<file path="src/rtl/seq_pkg.sv">
package seq_pkg;
  typedef enum logic [1:0] {
    HS_IDLE = 2'd0,
    HS_LOAD = 2'd1,
    HS_DONE = 2'd2
  } hit_st_t;

  typedef enum logic [1:0] {
    RS_IDLE  = 2'd0,
    RS_READY = 2'd1,
    RS_SEND  = 2'd2,
    RS_HOLD  = 2'd3
  } road_st_t;
endpackage

</file>
<file path="src/rtl/hold_timer.sv">
module hold_timer #(
  parameter int CNT_W = 8
) (
  input  logic             clk,
  input  logic             rst,
  input  logic             load,
  input  logic [CNT_W-1:0] load_val,
  input  logic             run,
  output logic             expired
);
  logic [CNT_W-1:0] cnt;

  always_ff @(posedge clk) begin
    if (rst)                    cnt <= '0;
    else if (load)              cnt <= load_val;
    else if (run && cnt != '0)  cnt <= cnt - 1'b1;
  end

  assign expired = (cnt == '0);
endmodule

</file>
<file path="src/rtl/hit_fsm.sv">
module hit_fsm
  import seq_pkg::*;
#(
  parameter int ID_W  = 16,
  parameter int CNT_W = 8
) (
  input  logic             clk,
  input  logic             rst,
  input  logic             glob_init,
  input  logic             eoe,
  input  logic [ID_W-1:0]  eoe_id,
  input  logic             eoe_masked,
  input  logic             road_ready,
  input  logic [CNT_W-1:0] wait_cfg,
  output logic             launch,
  output hit_st_t          state,
  output logic             evt_init,
  output logic [ID_W-1:0]  evt_id
);
  hit_st_t         nxt;
  logic            seen;
  logic [ID_W-1:0] pend_id;
  logic            expired;

  assign launch = (state == HS_LOAD) && (eoe || seen || eoe_masked) && road_ready && !glob_init;

  hold_timer #(.CNT_W(CNT_W)) u_wait (
    .clk(clk), .rst(rst), .load(launch), .load_val(wait_cfg),
    .run(state == HS_DONE), .expired(expired)
  );

  always_comb begin
    nxt = state;
    if (glob_init) nxt = HS_IDLE;
    else begin
      case (state)
        HS_IDLE: nxt = HS_LOAD;
        HS_LOAD: if (launch) nxt = HS_DONE;
        HS_DONE: if (expired) nxt = HS_LOAD;
        default: nxt = HS_IDLE;
      endcase
    end
  end

  always_ff @(posedge clk) begin
    if (rst) begin
      state    <= HS_IDLE;
      seen     <= 1'b0;
      pend_id  <= '0;
      evt_init <= 1'b0;
      evt_id   <= '0;
    end else begin
      state    <= nxt;
      evt_init <= launch;
      if (launch) evt_id <= eoe ? eoe_id : pend_id;
      if (glob_init || launch)        seen <= 1'b0;
      else if (state == HS_LOAD && eoe) seen <= 1'b1;
      if (state == HS_LOAD && eoe) pend_id <= eoe_id;
    end
  end

  AST_INIT_ONE_CYCLE: assert property (@(posedge clk) disable iff (rst)
    evt_init |=> !evt_init);
  AST_DONE_EXIT: assert property (@(posedge clk) disable iff (rst)
    (state == HS_DONE) |=> (state != HS_IDLE || $past(glob_init)) && state != HS_LOAD || $past(expired));
  AST_ID_HELD: assert property (@(posedge clk) disable iff (rst)
    !evt_init |-> $stable(evt_id));
endmodule

</file>
<file path="src/rtl/road_fsm.sv">
module road_fsm
  import seq_pkg::*;
#(
  parameter int CNT_W = 8
) (
  input  logic             clk,
  input  logic             rst,
  input  logic             glob_init,
  input  logic             launch,
  input  logic             eoe,
  input  logic             eoe_masked,
  input  logic [CNT_W-1:0] wait_cfg,
  output road_st_t         state,
  output logic             send_en
);
  road_st_t nxt;
  logic     expired;
  logic     finish;

  assign finish = (state == RS_SEND) && (eoe || eoe_masked);

  hold_timer #(.CNT_W(CNT_W)) u_wait (
    .clk(clk), .rst(rst), .load(finish), .load_val(wait_cfg),
    .run(state == RS_HOLD), .expired(expired)
  );

  always_comb begin
    nxt = state;
    if (glob_init) nxt = RS_IDLE;
    else begin
      case (state)
        RS_IDLE:  nxt = RS_READY;
        RS_READY: if (launch) nxt = RS_SEND;
        RS_SEND:  if (finish) nxt = RS_HOLD;
        RS_HOLD:  if (expired) nxt = RS_READY;
        default:  nxt = RS_IDLE;
      endcase
    end
  end

  always_ff @(posedge clk) begin
    if (rst) begin
      state   <= RS_IDLE;
      send_en <= 1'b0;
    end else begin
      state   <= nxt;
      send_en <= (nxt == RS_SEND);
    end
  end

  AST_HOLD_EXIT: assert property (@(posedge clk) disable iff (rst)
    (state == RS_HOLD) |=> state != RS_SEND);
  AST_SEND_ONLY_AFTER_READY: assert property (@(posedge clk) disable iff (rst)
    $rose(send_en) |-> $past(state) == RS_READY);
endmodule

</file>
<file path="src/rtl/event_overlap_seq.sv">
module event_overlap_seq
  import seq_pkg::*;
#(
  parameter int ID_W  = 16,
  parameter int CNT_W = 8
) (
  input  logic             clk,
  input  logic             rst,
  input  logic             glob_init,
  input  logic             hit_eoe,
  input  logic [ID_W-1:0]  hit_eoe_id,
  input  logic             road_eoe,
  input  logic [CNT_W-1:0] hit_wait,
  input  logic [CNT_W-1:0] road_wait,
  input  logic [1:0]       eoe_mask,
  output logic             evt_init,
  output logic             send_en,
  output logic [ID_W-1:0]  evt_id,
  output logic [3:0]       fsm_code
);
  localparam int MASK_HIT  = 0;
  localparam int MASK_ROAD = 1;

  hit_st_t  hit_state;
  road_st_t road_state;
  logic     launch;

  hit_fsm #(.ID_W(ID_W), .CNT_W(CNT_W)) u_hit (
    .clk(clk), .rst(rst), .glob_init(glob_init),
    .eoe(hit_eoe), .eoe_id(hit_eoe_id), .eoe_masked(eoe_mask[MASK_HIT]),
    .road_ready(road_state == RS_READY), .wait_cfg(hit_wait),
    .launch(launch), .state(hit_state), .evt_init(evt_init), .evt_id(evt_id)
  );

  road_fsm #(.CNT_W(CNT_W)) u_road (
    .clk(clk), .rst(rst), .glob_init(glob_init), .launch(launch),
    .eoe(road_eoe), .eoe_masked(eoe_mask[MASK_ROAD]), .wait_cfg(road_wait),
    .state(road_state), .send_en(send_en)
  );

  assign fsm_code = {road_state, hit_state};

  AST_INIT_HOLDS_IDLE: assert property (@(posedge clk) disable iff (rst)
    glob_init |=> fsm_code == 4'd0 && !send_en);
  AST_LAUNCH_NEEDS_READY: assert property (@(posedge clk) disable iff (rst)
    evt_init |-> $past(road_state) == RS_READY);
  AST_SEND_WITH_DONE: assert property (@(posedge clk) disable iff (rst)
    $rose(send_en) |-> hit_state == HS_DONE && evt_init);
endmodule

</file>
<file path="config.mk">
export PLATFORM = sky130hd
export DESIGN_NAME = event_overlap_seq
export DESIGN_NICKNAME = d
export VERILOG_FILES = /design/src/rtl/seq_pkg.sv /design/src/rtl/hold_timer.sv /design/src/rtl/hit_fsm.sv /design/src/rtl/road_fsm.sv /design/src/rtl/event_overlap_seq.sv
export SDC_FILE = /design/constraint.sdc
export NUM_CORES = 1
export LEC_CHECK = 0
export BUFFER_PORTS_ARGS = -buffer_cell sky130_fd_sc_hd__buf_4
export CELL_PAD_IN_SITES_DETAIL_PLACEMENT = 2
export CELL_PAD_IN_SITES_GLOBAL_PLACEMENT = 2
export CORE_UTILIZATION = 32
export DETAILED_ROUTE_END_ITERATION = 12
export GPL_ROUTABILITY_DRIVEN = 0
export PLACE_DENSITY_LB_ADDON = 0.2
export SLEW_MARGIN = 20
export SYNTH_ARGS = -nofsm -noshare
export SYNTH_HDL_FRONTEND = slang
export SYNTH_HIERARCHICAL = 1
export SYNTH_SLANG_ARGS = --single-unit
</file>
<file path="constraint.sdc">
create_clock -name clk -period 3.3 [get_ports clk]
set_input_delay 0.99 -clock clk [delete_from_list [all_inputs] [get_ports clk]]
set_output_delay 0.99 -clock clk [all_outputs]
set_load 0.01 [all_outputs]
</file>
# --- Yosys cells after proc, flatten, opt, wreduce, memory -nomap -nowiden ---
# Index checks and enable logic that the tools add are counted.
totals:
  reg_bits: 55
  latch_bits: 0
  ramBits: 0
  mem_bits_ro: 0
  inputBits: 39
  out_inout_bits: 22
  word_cells: 55
  memories: 0
classes:
  addsub: 2
  mul: 0
  div: 0
  magnitude_cmp: 0
  n_eq_ne: 8
  n_shift: 0
  n_mux: 13
  bitwise_logic: 0
  n_reduce_logical: 23
op_table:
  columns: ["op", "n"]
  rows:
  - ["8-bit 2-to-1 mux", 4]
  - ["8-bit zero test", 2]
  - ["16-bit 2-to-1 mux", 1]
  - ["8-bit nonzero test", 2]
  - ["8-bit by 1-bit subtractor with 8-bit output, second input constant", 2]
  - ["2-bit 2-to-1 mux", 6]
  - ["2-bit == test, second input constant", 4]
  - ["2-bit case mux with 4 select lines", 1]
  - ["1-bit logical AND", 7]
  - ["2-bit case mux with 3 select lines", 1]
  - ["2-bit by 1-bit == test with 1-bit output, second input constant", 2]
  - ["2-bit zero test", 2]
  - ["1-bit logical OR", 4]
  - ["2-bit by 1-bit inequality test with 1-bit output, second input constant", 2]
  - ["2-bit nonzero test", 2]
  - ["2-bit OR reduction", 2]
  - ["2-bit AND reduction", 1]
  - ["1-bit zero test", 1]

# --- Longest topological paths before layout ---
depth:
  word_depth: 9
  depth_mapped: 10
  depth_no_buf: 7

# --- Hierarchy ---
# The synthesis kept the hierarchy.
by_module_without_submodules:
  columns: ["module", "n_inst", "cells_per_inst", "area_each_um2", "seq_area_each_um2"]
  rows:
  - ["hit_fsm", 1, 163, 1529.0, 720.7]
  - ["hold_timer", 2, 59, 515.5, 160.2]
  - ["road_fsm", 1, 14, 151.4, 60.1]
  - ["event_overlap_seq", 1, 1, 13.8, 0.0]

# --- Worst setup path before layout ---
# No wires, ideal clock.
synth_path:
  path_type: "input to register"
  start: "input port hit_eoe"
  end: "register u_hit.u_wait.cnt[2]"
  setup_time_ps: 70
  arrival_ps: 2779
  required_time_ps: 3230
  path_slack_ps: 451
  path_stages: 9
  path_buffers: 5
  path_cell_list: "buf_6 -> or3_1 -> buf_6 -> and2_4 -> buf_6 -> buf_6 -> clkbuf_1 -> or3_2 -> a21oi_1"
synth_between:
  elab_chain_cells: 6
synth_lines:
  columns: ["item", "line", "text"]
  rows:
  - ["from (decl)", "event_overlap_seq.sv:10", "input logic hit_eoe,"]
  - ["1-bit logical OR * (2 in a row)", "hit_fsm.sv:25", "assign launch = (state == HS_LOAD) && (eoe || seen || eoe_masked) && road_ready && !glob_init;"]
  - ["1-bit logical AND * (3 in a row)", "hit_fsm.sv:25", null]
  - ["named net launch", "event_overlap_seq.sv:26", "logic launch;"]
  - ["8-bit 2-to-1 mux / 2-bit nonzero test (equally long branches)", null, null]
  - ["to (signal assigned)", "hold_timer.sv:15", "else if (load) cnt <= load_val;"]
  - ["to (signal assigned)", "hold_timer.sv:16", "else if (run && cnt != '0) cnt <= cnt - 1'b1;"]
  - ["to (decl)", "hold_timer.sv:11", "logic [CNT_W-1:0] cnt;"]
# Mark *: on every way through the listed nets, which the timed path passes. The rest lies on a longest branch.
# A chain may end at the register's enable or synchronous reset.

# --- Worst setup path in the final report ---
layout_path:
  start: "input port hit_eoe"
  end: "register u_hit.u_wait.cnt[1]"
# Same word-level chain as after synthesis.

==> metrics.txt <==
status=complete, no violations; RSZ-0062 raised after global routing=no; origin of the worst min-delay path=u_hit/pend_id[4]; Hold-fix buffers, CTS=0; GR Util met3=2.75%; Worst Hold Depth=2; R2R setup slack=1060 ps; Synth-to-Final Area Change=22.5%; die area=8890 sq um; Period minus WS final=2340 ps; drt total wl=7730 um; setup TNS=0 ps; Port Buffers=60; Slew HR=52.1%; Die H=94.3 um; fin nets=391; met2 Resource Use GR=34.1%; Distinct cells, synth=46; final hold slack=467 ps; 1st-iter DRT viols=20; Synth Area in Simple Gates=21.8%; CP required=3540 ps; max-slew violations=0; Max Clock Skew=5.74 ps; Hold EP=u_hit/pend_id[4]; Post-synth ARST share=0%; clk_lat worst skew=310 ps; Post-Synth XOR/XNOR Area=1.93%; Top FF cell, synth=dfxtp_1; most frequent cells in the layout=buf_4, dfxtp_1, a21oi_1; Least-Margin Pin Slew=719 ps; post-cts sizing count=0; # IOs=61; Worst setup SP type=input pin; root buffer cell=clkbuf_8; vias in the first global route=2533; drt first pass iters=4; H-tree levels=2; clk buf depth=2; synthesized area=2730 sq um; flops & latches, synth=55; Crit Path Max Fanout=19; post-route ant nets=0; ANT cells=0; # DRC=0; global-route met1 utilization=21.9%; Synth warnings=6; final hold viol count=0; Num CTS Buffers=5; path type of the worst setup path=in2reg; data arrival time of the worst path=2580 ps; Leak Pwr=1.27 nW; Worst Reg2Reg Path Length in Cells=5; post-synthesis average cell area=9.21 sq um; Synth Area in Adders=1.84%; Synthesized Nets=339; crit end category=flop; Vias/cell=5.30; Worst Setup SP=hit_eoe; grt peak-use layer=met2; Num Clock Sinks=55; largest family of logic cells by synthesized area=compound AO/OA/AOI/OAI gates; postcts setup bufs=0; worst min path class=reg2reg; Placement Rows=33; Initial Utilization=33.2%; first-pass GRT wire length=12600 um; f_max=0.428 GHz; EDFF count, synth=0; fin crit share=70.8%; Die Wd=94.3 um; mux cell area share after synthesis=6.61%; via count=2404; GRT overflow=0; final setup vio count=0; CTS clock-pin slew for the worst setup and hold paths=100 ps; FF-to-FF End=u_hit/u_wait/cnt[7]; CTS tree=built; commonest non-fill, non-tap cell in the layout=buf_4; RR Startpoint=u_hit/state[1]; VDD IR max=0.205 mV; max_cap viols=0; WL/cell=17.0 um; post-synthesis compound-gate area fraction=22.3%; Mapped Cells=296; largest net degree at the start of global routing=60; sequential area share after synthesis=40.4%; share of cells above drive strength 1=30.1%; placed wire-length estimate=5350 um; initial antenna violation count=0; Tot GR Track Use=18.5%; CORE AREA=8220 sq um; PwrDens=365 nW/um^2
registers in the layout (all words and copies together) (netlist names):
name and count:
u_hit/evt_init 1, u_hit/u_wait/cnt 8, u_road/send_en 1, u_road/state 2
u_hit/pend_id 16, u_hit/seen 1, u_hit/state 2, u_road/u_wait/cnt 8
u_hit/evt_id 16
through the flow:
stage,worst slack [ps],util [%],total power (W),cells,area (sq um)
after detailed placement,651,39.5,0.000846,446,3250
after floorplan,451,-,0.000776,296,2730
final,964,40.6,0.00122,454,3340
after global placement,665,39.5,0.000842,446,3250
after global routing,888,40.6,0.00128,454,3340
after CTS,954,40.6,0.00125,454,3340
worst max path at each step:
| stage | endpoint | slack [ps] | cells after the start |
|---|---|---|---|
| after global routing | u_hit/u_wait/cnt[7] | 890 | 5 |
| after CTS | u_hit/u_wait/cnt[1] | 950 | 5 |
| after global placement | u_hit/u_wait/cnt[1] | 670 | 5 |
| after floorplan | u_hit/u_wait/cnt[2] | 450 | 9 |
| after detailed placement | u_hit/u_wait/cnt[1] | 650 | 5 |
| final | u_hit/u_wait/cnt[1] | 960 | 5 |
area by class of cell:
type                            instances  area, sq um
Sequential cell                        55         1100
Tap cell                              105          131
Fill cell                             921         4880
Clock buffer                            6         72.6
Timing Repair Buffer                   64          480
Inverter                               10         37.5
Multi-Input combinational cell        212         1500
Clock inverter                          2         16.3
synth_stat cells (6+ instances only):
| library cell | instances | share of area [%] |
|---|---|---|
| a211oi_1 | 10 | 2.8 |
| a211oi_2 | 11 | 5.1 |
| a21oi_1 | 43 | 7.9 |
| clkbuf_1 | 12 | 1.7 |
| dfxtp_1 | 55 | 40 |
| inv_1 | 8 | 1.1 |
| mux2i_1 | 18 | 6.6 |
| nand2_1 | 37 | 5.1 |
| nor2_1 | 14 | 1.9 |
| nor3b_1 | 7 | 1.9 |
| o21ai_0 | 6 | 1.1 |
| xnor2_1 | 6 | 1.9 |
power by group:
part           switching, W  total, W  internal [W]  leakage (nW)
clock network      0.000238  0.000391      0.000153        0.0418
registers         0.0000114  0.000689      0.000677         0.445
logic             0.0000729  0.000139     0.0000665         0.782
logic make-up after synthesis:
kind of cell    Yosys count
compound gates           83
xor+xnor                  6
fa+ha+maj                 4
buf+inv                  29
flops                    55
mux                      18
simple gates            101
metal layers:
layer / wire, um / vias up
met5: 0 / -
met2: 3950 / 37
met1: 3470 / 1189
li1: - / 1172
met3: 224 / 6
met4: 81 / 0
worst max-delay path: stages:
cell	delay, ps
buf_4	210
or3_1	410
and2_4	200
or4_2	660
o211ai_1	100
(Power assumes the default switching activity.)
